File: config.mk
export PLATFORM = sky130hd
export DESIGN_NAME = pwm_peak_ctrl
export DESIGN_NICKNAME = d
export VERILOG_FILES = /design/src/rtl/pwm_peak_pkg.sv /design/src/rtl/pwm_sync2.sv /design/src/rtl/pwm_ramp.sv /design/src/rtl/pwm_blank.sv /design/src/rtl/pwm_peak_ctrl.sv
export SDC_FILE = /design/constraint.sdc
export NUM_CORES = 1
export LEC_CHECK = 0
export CORE_ASPECT_RATIO = 0.6
export CORE_MARGIN = 2
export CORE_UTILIZATION = 45
export DETAILED_ROUTE_END_ITERATION = 7
export GPL_TIMING_DRIVEN = 0
export PLACE_DENSITY = 0.65
export RECOVER_POWER = 100
export REMOVE_ABC_BUFFERS = 1
export SYNTH_ARGS = -nofsm -noshare
export SYNTH_HDL_FRONTEND = slang
export SYNTH_SLANG_ARGS = --single-unit
File: constraint.sdc
create_clock -name clk -period 2.3 [get_ports clk]
set_input_delay 0.46 -clock clk [delete_from_list [all_inputs] [get_ports clk]]
set_output_delay 0.46 -clock clk [all_outputs]
set_load 0.05 [all_outputs]
File: src/rtl/pwm_peak_pkg.sv
package pwm_peak_pkg;
  typedef enum logic [1:0] {
    CAUSE_NONE = 2'b00,
    CAUSE_RAMP = 2'b01,
    CAUSE_CLK  = 2'b10,
    CAUSE_ILIM = 2'b11
  } end_cause_e;
endpackage

File: src/rtl/pwm_sync2.sv
module pwm_sync2 #(
  parameter int W = 1
) (
  input  logic         clk,
  input  logic         rst_n,
  input  logic [W-1:0] d_i,
  output logic [W-1:0] q_o
);
  logic [W-1:0] meta_q, sync_q;

  always_ff @(posedge clk or negedge rst_n) begin
    if (!rst_n) begin
      meta_q <= '0;
      sync_q <= '0;
    end else begin
      meta_q <= d_i;
      sync_q <= meta_q;
    end
  end

  assign q_o = sync_q;
endmodule

File: src/rtl/pwm_ramp.sv
module pwm_ramp #(
  parameter int RAMP_W = 8
) (
  input  logic              clk,
  input  logic              rst_n,
  input  logic              clr_i,
  input  logic              en_i,
  output logic [RAMP_W-1:0] val_o,
  output logic              at_max_o
);
  localparam logic [RAMP_W-1:0] RMAX = {RAMP_W{1'b1}};

  logic [RAMP_W-1:0] cnt_q, cnt_d;
  logic              cnt_we;

  always_comb begin
    cnt_we = 1'b0;
    cnt_d  = cnt_q;
    if (clr_i) begin
      cnt_we = 1'b1;
      cnt_d  = '0;
    end else if (en_i && (cnt_q != RMAX)) begin
      cnt_we = 1'b1;
      cnt_d  = cnt_q + 1'b1;
    end
  end

  always_ff @(posedge clk or negedge rst_n) begin
    if (!rst_n)      cnt_q <= '0;
    else if (cnt_we) cnt_q <= cnt_d;
  end

  assign val_o    = cnt_q;
  assign at_max_o = (cnt_q == RMAX);

  p_ramp_hold_sat_r8: assert property (@(posedge clk) disable iff (!rst_n)
    (at_max_o && !clr_i) |=> at_max_o);
  p_ramp_step_r2: assert property (@(posedge clk) disable iff (!rst_n)
    (en_i && !clr_i && !at_max_o) |=> (val_o == $past(val_o) + 1'b1));
endmodule

File: src/rtl/pwm_blank.sv
module pwm_blank #(
  parameter int BLANK_CYC = 38
) (
  input  logic clk,
  input  logic rst_n,
  input  logic load_i,
  input  logic en_i,
  output logic done_o
);
  localparam int BW = (BLANK_CYC < 1) ? 1 : $clog2(BLANK_CYC + 1);
  localparam logic [BW-1:0] LOADV = BW'(BLANK_CYC);

  logic [BW-1:0] cnt_q, cnt_d;
  logic          cnt_we;

  always_comb begin
    cnt_we = 1'b0;
    cnt_d  = cnt_q;
    if (load_i) begin
      cnt_we = 1'b1;
      cnt_d  = LOADV;
    end else if (en_i && (cnt_q != '0)) begin
      cnt_we = 1'b1;
      cnt_d  = cnt_q - 1'b1;
    end
  end

  always_ff @(posedge clk or negedge rst_n) begin
    if (!rst_n)      cnt_q <= '0;
    else if (cnt_we) cnt_q <= cnt_d;
  end

  assign done_o = (cnt_q == '0);

  p_blank_stays_done_r5: assert property (@(posedge clk) disable iff (!rst_n)
    (done_o && !load_i) |=> done_o);
endmodule

File: src/rtl/pwm_peak_ctrl.sv
module pwm_peak_ctrl
  import pwm_peak_pkg::*;
#(
  parameter int RAMP_W    = 8,
  parameter int BLANK_CYC = 38
) (
  input  logic              clk,
  input  logic              rst_n,
  input  logic              chop_clk_i,
  input  logic [RAMP_W-1:0] err_i,
  input  logic              ilim_i,
  output logic              sw_on_o,
  output logic [1:0]        end_cause_o
);
  logic [1:0]        sync_in, sync_out;
  logic              chop_s, ilim_s, chop_d_q;
  logic              fall;
  logic [RAMP_W-1:0] ramp_val;
  logic              ramp_max, blank_done;
  logic              on_q, on_d;
  logic              latch_q, latch_d;
  logic [RAMP_W-1:0] err_q, err_d;
  end_cause_e        cause_q, cause_d;
  logic              ramp_end, clk_end, ilim_end, any_end;

  assign sync_in = {ilim_i, chop_clk_i};

  pwm_sync2 #(.W(2)) u_sync (
    .clk(clk), .rst_n(rst_n), .d_i(sync_in), .q_o(sync_out)
  );
  assign chop_s = sync_out[0];
  assign ilim_s = sync_out[1];

  always_ff @(posedge clk or negedge rst_n) begin
    if (!rst_n) chop_d_q <= 1'b0;
    else        chop_d_q <= chop_s;
  end
  assign fall = chop_d_q & ~chop_s;

  pwm_ramp #(.RAMP_W(RAMP_W)) u_ramp (
    .clk(clk), .rst_n(rst_n), .clr_i(fall), .en_i(on_q),
    .val_o(ramp_val), .at_max_o(ramp_max)
  );

  pwm_blank #(.BLANK_CYC(BLANK_CYC)) u_blank (
    .clk(clk), .rst_n(rst_n), .load_i(fall), .en_i(on_q),
    .done_o(blank_done)
  );

  assign ramp_end = on_q && ((ramp_val > err_q) || ramp_max);
  assign clk_end  = on_q && chop_s;
  assign ilim_end = on_q && ilim_s && blank_done;
  assign any_end  = ramp_end | clk_end | ilim_end | latch_q;

  always_comb begin
    on_d    = on_q;
    latch_d = latch_q;
    err_d   = err_q;
    cause_d = cause_q;
    if (fall) begin
      on_d    = 1'b1;
      latch_d = 1'b0;
      err_d   = err_i;
    end else begin
      if (chop_s) latch_d = 1'b0;
      if (ilim_end) latch_d = 1'b1;
      if (on_q && any_end) begin
        on_d = 1'b0;
        if (ilim_end)      cause_d = CAUSE_ILIM;
        else if (ramp_end) cause_d = CAUSE_RAMP;
        else if (clk_end)  cause_d = CAUSE_CLK;
      end
    end
  end

  always_ff @(posedge clk or negedge rst_n) begin
    if (!rst_n) begin
      on_q    <= 1'b0;
      latch_q <= 1'b0;
      err_q   <= '0;
      cause_q <= CAUSE_NONE;
    end else begin
      on_q    <= on_d;
      latch_q <= latch_d;
      cause_q <= cause_d;
      if (fall) err_q <= err_d;
    end
  end

  assign sw_on_o     = on_q;
  assign end_cause_o = cause_q;

  p_fall_starts_r1: assert property (@(posedge clk) disable iff (!rst_n)
    fall |=> (sw_on_o && (ramp_val == '0) && !latch_q));
  p_clk_high_off_r3: assert property (@(posedge clk) disable iff (!rst_n)
    chop_s |=> !sw_on_o);
  p_trip_off_r4: assert property (@(posedge clk) disable iff (!rst_n)
    (latch_q && !chop_s) |=> (latch_q && !sw_on_o));
  p_no_trip_in_blank_r5: assert property (@(posedge clk) disable iff (!rst_n)
    ($fell(sw_on_o) && (end_cause_o == CAUSE_ILIM)) |-> $past(blank_done));
  p_stay_off_r7: assert property (@(posedge clk) disable iff (!rst_n)
    (!sw_on_o && !fall) |=> !sw_on_o);
  p_sat_ends_r8: assert property (@(posedge clk) disable iff (!rst_n)
    (sw_on_o && ramp_max && !fall) |=> !sw_on_o);
  p_cause_set_r9: assert property (@(posedge clk) disable iff (!rst_n)
    $fell(sw_on_o) |-> (end_cause_o != CAUSE_NONE));
  p_ilim_wins_r9: assert property (@(posedge clk) disable iff (!rst_n)
    (on_q && ilim_s && blank_done && !fall) |=> (end_cause_o == CAUSE_ILIM));
endmodule

==> flow_summary.ini <==
[timing]
relSlewSlack = -0.0702
period_share = 0.893
max_slew.worst_pin.slew_ns = 1.61
fin_crit_ns = 2.06
fmaxAchievable_mhz = 487
skew_ns = 0.00744
final_hold_viol_count = 0
rsz0062_at_grt = no
fin_hold_ws_ns = 0.351
slew_viol_final = 32
setup_viol = 0
setup-tns-final_ns = 0

[finish]
final_area_um2 = 1830
synthToLayoutAreaGrowth_pct = 17.2
diodes = 0
final_nets = 196
postLayoutCoreUtil = 0.556
drive_above_1_share = 0.0914
finalNonFillerCells = 220
fillers = 294

[global_route]
grt.total_usage = 0.177
grt_pass1_wl_um = 5330
antenna_found_initial = 0
grt_pass1_vias = 1178
grt_max_degree = 32
gr-total-overflow = 0

[placement]
gp_routability_congestion = 0.825
placed_cells = 212
hpwlAfterDp_um = 2140
io_buffers = 14
place_area_um2 = 1730

[routing]
drt_iter0_drc = 47
drc = 0
met3_length_um = 191
wl_met1_um = 1520
routed-wl-met2_um = 1240
dr.max_layer_used = met4
avgViaCountPerCell = 5.15
drt_pass1_iterations = 4
wirelength_um = 2970
drtAntennaViolNets = 0
vias = 1134
route.detailed.wl_per_inst_um = 13.5

[yosys]
ys_warn_count = 0
yosys.cell_types.count = 34
synth-seq-cells = 31
netlist_area_um2 = 1560
seq_area_frac_synth = 0.498
synth.avg_cell_area_um2 = 9.92
netlist_instances = 157

[run_status]
failed_checks = max-capacitance violations, max-slew violations
status = finished with violations

[floorplanning]
dieHeight_um = 49.6
die_w_um = 80.0
core_area_um2 = 3280
die_area_um2 = 3960
start_util = 0.474
pin_count = 15
fp-row-count = 16

[critical_path]
crit_cells = 7
r2r_slack_ns = 0.24
cp_slowest_cell = or4b_4
path_delay_family = simple AND/OR/NAND/NOR gates
start_kind = flop
critPathMaxStageDelay_ns = 0.52
setup.worst_path.end_class = flop
crit_start = u_blank.cnt_q[0]
cp.required_ns = 2.47
critPathBufInv = 1
r2r_start = u_blank.cnt_q[0]
path_cells = inv_1 > ha_1 > or3b_4 > or4b_4 > nand2_2 > nor3_1 > a31o_1
reg2reg_depth = 7
criticalPathCategory = reg -> reg
crit_fanout = 4
arrival_ns = 2.23

[power_and_ir_drop]
p_leak_nw = 0.791
peakVddDrop_mv = 0.456
powerDensity_nw_per_um2 = 881

[cts]
cts_tree = built
clock_latency_ns = 0.28
path_clk_slew_ns = 0.07
clk_path_buf_depth = 2
cts-root-buf = clkbuf_8
h-tree-depth = 2
ctsHoldBuffers = 0
numCtsBuffers = 5
numClockSinks = 31

[worst_hold_path]
hold_path.class = reg -> reg
min_from = u_sync.meta_q[1]
min_path_cells = 0

[run]
drv_cap = 1
worst paths after layout:
path / end
max in group asynchronous: u_sync.q_o[1]
hold reg to reg: u_sync.q_o[1]
hold / removal: u_sync.q_o[1]
min in group asynchronous: u_ramp.val_o[5]
setup reg to reg: sw_on_o
setup / recovery: sw_on_o
cell type report:
class,instances,area (um2),area share
sequential,31,776,0.425
clock buffer,6,82.6,0.0452
timing repair buffer,15,131,0.0720
tap,45,56.3,0.0308
clock inverter,2,35.0,0.0192
inverter,12,45.0,0.0247
multi-input combinational,109,699,0.383
per-layer routing:
metal	vias to the layer above	GRT usage
met1	540	0.262
met5	-	0
met3	4	0.0586
met4	0	0.0593
met2	29	0.242
li1	561	-
where the power goes:
part | internal, mW | total [mW] | switching (mW)
registers | 0.630 | 0.715 | 0.0846
clock network | 0.350 | 0.556 | 0.205
logic | 0.152 | 0.338 | 0.187
total | 1.13 | 1.61 | 0.477
metrics by stage:
| step | total power [mW] | setup WS, ns |
|---|---|---|
| finish | 1.61 | 0.245 |
| global route | 1.72 | 0.0827 |
| CTS | 1.63 | 0.0504 |
| detailed placement | 1.07 | 0.185 |
| global placement | 1.04 | 0.169 |
| floorplan | 0.951 | 0.361 |
what timing repair did:
item | CTS | global route
endpoints found under the setup margin | 0 | 1
gates resized for setup | 0 | 1
hold endpoints to repair | 0 | 0
setup buffers | 0 | 0
Yosys cell counts:
master | instances | share of area
nand4_1 | 3 | 0.012
clkbuf_8 | 1 | 0.0088
or4b_4 | 1 | 0.0088
buf_6 | 1 | 0.0072
nand2_2 | 1 | 0.0040
nor4_1 | 1 | 0.0040
and4_1 | 1 | 0.0056
or3_2 | 1 | 0.0048
or3b_4 | 1 | 0.0072
nor4b_1 | 1 | 0.0056
o211ai_1 | 2 | 0.0096
xnor2_1 | 11 | 0.062
or2_2 | 1 | 0.0040
nand3_1 | 4 | 0.013
nand2b_1 | 1 | 0.0040
inv_1 | 12 | 0.029
o22ai_1 | 1 | 0.0040
o21ai_0 | 10 | 0.032
nor3_1 | 3 | 0.0096
nor2_1 | 17 | 0.041
ha_1 | 10 | 0.080
o21bai_2 | 1 | 0.0072
a22oi_1 | 1 | 0.0048
dfrtp_1 | 31 | 0.50
nor2b_1 | 3 | 0.012
a31o_1 | 1 | 0.0056
buf_2 | 1 | 0.0032
a21oi_1 | 9 | 0.029
clkbuf_1 | 2 | 0.0048
a31oi_1 | 2 | 0.0080
xor2_1 | 1 | 0.0056
or3b_2 | 1 | 0.0056
o31ai_4 | 1 | 0.014
nand2_1 | 19 | 0.046
cell families (layout without fill, tap and decap cells):
kind of cell / Yosys count / after routing / share of synthesized area
and+or+nand+nor: 59 / 59 / 0.187
AOI/OAI and AO/OA: 28 / 28 / 0.114
xor gates and xnor gates: 12 / 12 / 0.0675
adders and majority gates: 10 / 10 / 0.0803
DFF: 31 / 31 / 0.498
buffers and inverters: 17 / 35 / 0.0530
sequential cells by signal, indices dropped and copies added, names as in the netlist:
signal / count
chop_d_q: 1
end_cause_o: 2
err_q: 8
latch_q: 1
sw_on_o: 1
u_blank.cnt_q: 6
u_ramp.val_o: 8
u_sync.meta_q: 2
u_sync.q_o: 2
cells in the final DEF, fill, tap and decap left out, types with 3 or more instances in the layout:
master and n:
a21oi_1 9, clkbuf_1 3, clkbuf_8 6, clkdlybuf4s50_1 8
dfrtp_1 31, dlygate4sd3_1 4, ha_1 10, inv_1 12
nand2_1 19, nand3_1 4, nand4_1 3, nor2_1 17
nor2b_1 3, nor3_1 3, o21ai_0 10, xnor2_1 11
Note: power is estimated with default switching activity, not from simulation.
